[src/rtl/pwr_seq_pkg.sv]
package pwr_seq_pkg;
  typedef enum logic [1:0] {
    ST_IDLE  = 2'd0,
    ST_RAMP  = 2'd1,
    ST_RUN   = 2'd2,
    ST_LATCH = 2'd3
  } seq_state_e;

  localparam int unsigned NUM_PHASES = 6;
  localparam int unsigned PH_W = $clog2(NUM_PHASES + 1);
endpackage

[src/rtl/ramp_timer.sv]
module ramp_timer #(
  parameter int unsigned FAST_CYC = 1000,
  parameter int unsigned SLOW_CYC = 4000
) (
  input  logic clk_i,
  input  logic rst_ni,
  input  logic run_i,
  output logic slow_o,
  output logic peak_o
);
  localparam int unsigned LEN = FAST_CYC + SLOW_CYC;
  localparam int unsigned W   = $clog2(LEN + 1);

  logic [W-1:0] cnt_q;

  assign slow_o = (cnt_q >= W'(FAST_CYC));
  assign peak_o = (cnt_q == W'(LEN - 1));

  always_ff @(posedge clk_i or negedge rst_ni) begin
    if (!rst_ni)               cnt_q <= '0;
    else if (!run_i || peak_o) cnt_q <= '0;
    else                       cnt_q <= cnt_q + 1'b1;
  end
endmodule

[src/rtl/fault_timer.sv]
module fault_timer #(
  parameter int unsigned TRIP_CYC = 2500000
) (
  input  logic clk_i,
  input  logic rst_ni,
  input  logic run_i,
  input  logic fault_i,
  output logic trip_o
);
  localparam int unsigned W = $clog2(TRIP_CYC + 1);

  logic [W-1:0] cnt_q;

  assign trip_o = run_i && fault_i && (cnt_q == W'(TRIP_CYC - 1));

  always_ff @(posedge clk_i or negedge rst_ni) begin
    if (!rst_ni)                          cnt_q <= '0;
    else if (!run_i || !fault_i || trip_o) cnt_q <= '0;
    else                                  cnt_q <= cnt_q + 1'b1;
  end
endmodule

[src/rtl/phase_check.sv]
module phase_check
  import pwr_seq_pkg::*;
(
  input  logic [PH_W-1:0] phase_i,
  input  logic            fault_i,
  input  logic            ref_good_i,
  input  logic            otemp_i,
  input  logic            rails_good_i,
  output logic            fail_o,
  output logic            mon_fail_o
);
  always_comb begin
    unique case (phase_i)
      PH_W'(1): fail_o = fault_i;
      PH_W'(2): fail_o = !ref_good_i || otemp_i;
      PH_W'(6): fail_o = fault_i || !rails_good_i;
      default:  fail_o = fault_i;
    endcase
  end

  assign mon_fail_o = fault_i || otemp_i || !ref_good_i || !rails_good_i;
endmodule

[src/rtl/pwr_seq.sv]
module pwr_seq
  import pwr_seq_pkg::*;
#(
  parameter int unsigned FAST_CYC = 1000,
  parameter int unsigned SLOW_CYC = 4000,
  parameter int unsigned TRIP_CYC = 2500000
) (
  input  logic clk_i,
  input  logic rst_ni,
  input  logic en_i,
  input  logic uvlo_ok_i,
  input  logic fault_i,
  input  logic ref_good_i,
  input  logic otemp_i,
  input  logic boost_good_i,
  input  logic neg_good_i,
  input  logic pos_good_i,
  input  logic dly_good_i,
  output logic ref_en_o,
  output logic pg_no,
  output logic boost_en_o,
  output logic soft_start_o,
  output logic neg_en_o,
  output logic dly_gate_no,
  output logic pos_en_o,
  output logic fault_o
);
  localparam logic [PH_W-1:0] LAST_PH = PH_W'(NUM_PHASES);

  seq_state_e      state_q;
  logic [PH_W-1:0] phase_q;
  logic            ref_q;
  logic            slow_w, peak_w, trip_w, ph_fail_w, mon_fail_w, rails_good_w;
  logic            chk_fail_w, go_w;

  assign go_w         = en_i && uvlo_ok_i;
  assign rails_good_w = boost_good_i && neg_good_i && pos_good_i && dly_good_i;

  ramp_timer #(.FAST_CYC(FAST_CYC), .SLOW_CYC(SLOW_CYC)) i_ramp (
    .clk_i (clk_i),
    .rst_ni(rst_ni),
    .run_i (state_q == ST_RAMP),
    .slow_o(slow_w),
    .peak_o(peak_w)
  );

  phase_check i_chk_sel (
    .phase_i     (phase_q),
    .fault_i     (fault_i),
    .ref_good_i  (ref_good_i),
    .otemp_i     (otemp_i),
    .rails_good_i(rails_good_w),
    .fail_o      (ph_fail_w),
    .mon_fail_o  (mon_fail_w)
  );

  fault_timer #(.TRIP_CYC(TRIP_CYC)) i_trip (
    .clk_i  (clk_i),
    .rst_ni (rst_ni),
    .run_i  (state_q == ST_RUN),
    .fault_i(mon_fail_w),
    .trip_o (trip_w)
  );

  // last phase is checked at its peak only, the others over the slow segment
  assign chk_fail_w = ph_fail_w && ((phase_q == LAST_PH) ? peak_w : slow_w);

  always_ff @(posedge clk_i or negedge rst_ni) begin
    if (!rst_ni) begin
      state_q <= ST_IDLE;
      phase_q <= PH_W'(1);
      ref_q   <= 1'b0;
    end else if (!go_w) begin
      state_q <= ST_IDLE;
      phase_q <= PH_W'(1);
      ref_q   <= 1'b0;
    end else begin
      unique case (state_q)
        ST_IDLE: begin
          state_q <= ST_RAMP;
          phase_q <= PH_W'(1);
        end
        ST_RAMP: begin
          if (chk_fail_w) begin
            state_q <= ST_LATCH;
          end else if (peak_w) begin
            if (phase_q == PH_W'(1)) ref_q <= 1'b1;
            if (phase_q == LAST_PH) state_q <= ST_RUN;
            else                    phase_q <= phase_q + 1'b1;
          end
        end
        ST_RUN:   if (trip_w) state_q <= ST_LATCH;
        ST_LATCH: state_q <= ST_LATCH;
        default:  state_q <= ST_IDLE;
      endcase
    end
  end

  logic live_w;
  assign live_w = (state_q == ST_RUN) || (state_q == ST_RAMP);

  assign ref_en_o     = ref_q;
  assign pg_no        = !(live_w && (state_q == ST_RUN || phase_q >= PH_W'(3)));
  assign boost_en_o   = live_w && (state_q == ST_RUN || phase_q >= PH_W'(3));
  assign soft_start_o = (state_q == ST_RAMP) && (phase_q == PH_W'(3));
  assign neg_en_o     = live_w && (state_q == ST_RUN || phase_q >= PH_W'(5));
  assign dly_gate_no  = !(live_w && (state_q == ST_RUN || phase_q >= PH_W'(6)));
  assign pos_en_o     = live_w && (state_q == ST_RUN || phase_q >= PH_W'(6));
  assign fault_o      = (state_q == ST_LATCH);
endmodule

[config.mk]
export PLATFORM = sky130hd
export DESIGN_NAME = pwr_seq
export DESIGN_NICKNAME = d
export VERILOG_FILES = /design/src/rtl/pwr_seq_pkg.sv /design/src/rtl/ramp_timer.sv /design/src/rtl/fault_timer.sv /design/src/rtl/phase_check.sv /design/src/rtl/pwr_seq.sv
export SDC_FILE = /design/constraint.sdc
export NUM_CORES = 1
export LEC_CHECK = 0
export ABC_AREA = 0
export BUFFER_PORTS_ARGS = -buffer_cell sky130_fd_sc_hd__buf_4
export CAP_MARGIN = 20
export CORE_AREA = 2 2 76 78
export DETAILED_ROUTE_END_ITERATION = 10
export DIE_AREA = 0 0 78 80
export GPL_ROUTABILITY_DRIVEN = 0
export SYNTH_ARGS = -nofsm -noshare
export SYNTH_HDL_FRONTEND = slang
export SYNTH_SLANG_ARGS = --single-unit
[constraint.sdc]
create_clock -name clk_i -period 3.4 [get_ports clk_i]
set_input_delay 0.51 -clock clk_i [delete_from_list [all_inputs] [get_ports clk_i]]
set_output_delay 0.51 -clock clk_i [all_outputs]
set_load 0.1 [all_outputs]
==> metrics <==
Worst VDD drop=0.2416 mV; Critical Path AT=between 1.5 and 2 ns; Post-Syn Area per Cell=around 9.4 sq um; f_max=411.6 MHz; CTS tree=yes; # H-tree levels=2; Die W=78 um; ant diodes=0; Seq cells post-synth=41; Worst-Skew Late Latency=about 0.30 ns; routed vias/inst=5.215; Routed Wire Length=~4.5 mm; Comb pwr share=0.065; post-CTS setup buffers=0; most frequent cells in the layout=nor2_1 (46), dfrtp_1 (40), nand2_1 (19), buf_4 (18), xor2_1 (16); Worst Setup Start Kind=flip-flop; gr usage total=0.1624; total power=between 0.9 and 1 mW; post-synth top area share=0.4251; switch share=0.2356; Final min period=about 2.4 ns; Final Hold Violating Endpoints=0; Synth Warn #=0; drt wl/cell=approximately 13 um; area growth from synthesis to layout=14.29%; WP data required=2.89 ns; area leader, netlist=dfrtp_1; sequential cell area fraction in the yosys report=0.4362; Syn Nets=between 200 and 300; drt pass-1 iters=5; clock group share of total power=0.417; Slew Viols, Final=0; CTS Buf Count=5; I/O Pins=19; final clock skew=0.009127 ns; WHS=about 0.18 ns; Initial Utilization=0.4356; Via Count=around 1,800; power per cell area=approximately 360 nW/um^2; Crit Path Max Fanout=9; Die Y=80 um; Post-Synthesis Cell Area=2355 sq um; NetSw=~0.23 mW; Post-CTS Hold Buffers=0; min setup slack post-route=a little under 1 ns; RSZ-0062 raised after global routing=false; number of distinct library cells after synthesis=46; FF-to-FF path depth=7; DP HPWL=3.124 mm; Flop pwr share=0.517; Slew @ Worst Pin=between 0.8 and 0.9 ns; largest cells by area after synthesis=dfrtp_1 (43%), nor2_1 (7.3%), ha_1 (6.4%); global-route wire length before repair=a little over 8 mm; period utilisation layout=0.7145; dpl ws=about 1.2 ns; CP Capture Type=output port; fin nets=between 200 and 300; status=complete, no violations; Max Cap Viol=0; Mapped Cells=around 250; vias in the first global route=about 1,800; Finish-stage setup viols=0; die area=6240 sq um; share of cells above drive strength 1=0.1324; initial antenna violation count=0; placed cell areas=2576 sq um; input/output buffers=18; design area=between 2000 and 3000 sq um; largest net degree at the start of global routing=42; remaining global-route overflow=0; DRT iter0 DRCs=between 60 and 70; core area=approximately 5400 sq um; commonest non-fill, non-tap cell in the layout=nor2_1; antenna-violating nets left=0; Internal Power=about 0.73 mW; clock sinks=41; Clock transition at path regs=~0.080 ns; Root Driver=clkbuf_8; HP Class=in -> async; num rows=27; drt drc=0; post-CTS sizing=0; clk buf depth=2; Final Util=0.4979; relative slew slack=0.4515; crit path kind=reg -> out; Static Leakage=approximately 1.1 nW
power groups by stage:
stage	registers [mW]	logic (mW)	clock network (mW)
floorplan	0.503	0.0358	0
global placement	0.504	0.0634	0
detailed placement	0.504	0.0634	0
CTS	0.495	0.0639	0.411
global route	0.495	0.0712	0.433
finish	0.494	0.0626	0.399
cell usage after synthesis, drive strengths merged:
cell type,instances
nor2,46
dfrtp,40
nand2,19
xor2,16
inv,15
xnor2,15
nand3,13
ha,12
nand4,9
nor3,7
and3,6
o211ai,5
nor4,4
or4,4
a21oi,3
clkbuf,3
nor2b,3
and2,2
and4,2
buf,2
nand2b,2
nor4b,2
o21a,2
o21ai,2
or2,2
or3b,2
a221o,1
a311oi,1
a31oi,1
a32oi,1
dfstp,1
mux2i,1
nand3b,1
o211a,1
o21bai,1
o221a,1
o221ai,1
o41ai,1
or4b,1
layout make-up:
type                    count  area [sq um]
multi-input cells         190          1267
repair buffers             18         135.1
clock inverters             3         46.29
well taps                  72         90.09
fillers                   548          2714
clock buffers               5         68.82
flip-flops and latches     41          1027
inverters                  15         56.30
path summary, 6_finish.rpt:
| check | from | to | slack (ns) |
|---|---|---|---|
| max reg2reg | phase_q[0]$_DFFE_PN1P_ | ref_en_o$_DFFE_PN0P_ | 1.18 |
| min reg2reg | i_trip.cnt_q[0]$_DFF_PN0_ | i_trip.cnt_q[0]$_DFF_PN0_ | 0.49 |
| max | phase_q[2]$_DFFE_PN0P_ | pg_no | 0.97 |
| max in group asynchronous | rst_ni | phase_q[0]$_DFFE_PN1P_ | 2.85 |
| min in group clk_i | i_trip.cnt_q[0]$_DFF_PN0_ | i_trip.cnt_q[0]$_DFF_PN0_ | 0.49 |
| min | rst_ni | i_trip.cnt_q[9]$_DFF_PN0_ | 0.18 |
kinds of logic (layout without fill, tap and decap cells):
logic type | count (synthesis) | in the layout | synth area share
multiplexers | 1 | 1 | 0.004251
adder cells (fa/ha/maj) | 12 | 12 | 0.06376
AND/OR/NAND/NOR | 125 | 125 | 0.2784
AO/OA/AOI/OAI | 21 | 21 | 0.06695
buffers and inverters | 20 | 41 | 0.03507
flip-flops | 41 | 41 | 0.4362
XOR/XNOR | 31 | 31 | 0.1153
stage by stage:
step / cells / TNS [ns]
final: 344 / 0
after global routing: 344 / 0
after CTS: 344 / 0
after detailed placement: 336 / 0
after global placement: 336 / 0
after floorplan: 251 / -0.01682
registers in the layout (all words and copies together) (netlist names):
name / count
phase_q: 3
ref_en_o: 1
i_trip.cnt_q: 22
i_ramp.cnt_q: 13
state_q: 2
worst max-delay path, cell delays in order, from the launching register on:
cell     delay [ns]
dfrtp_1        0.58
inv_1          0.14
ha_1           0.26
o41ai_4        0.30
buf_4          0.34
routing by layer:
metal	track usage	vias to the layer above	routed length, um
li1	-	904	-
met1	0.2113	868	2155
met2	0.2707	18	2127
met3	0.03394	4	111
met4	0.05263	0	58
met5	0	-	0
Power figures use the tool's default switching activity.
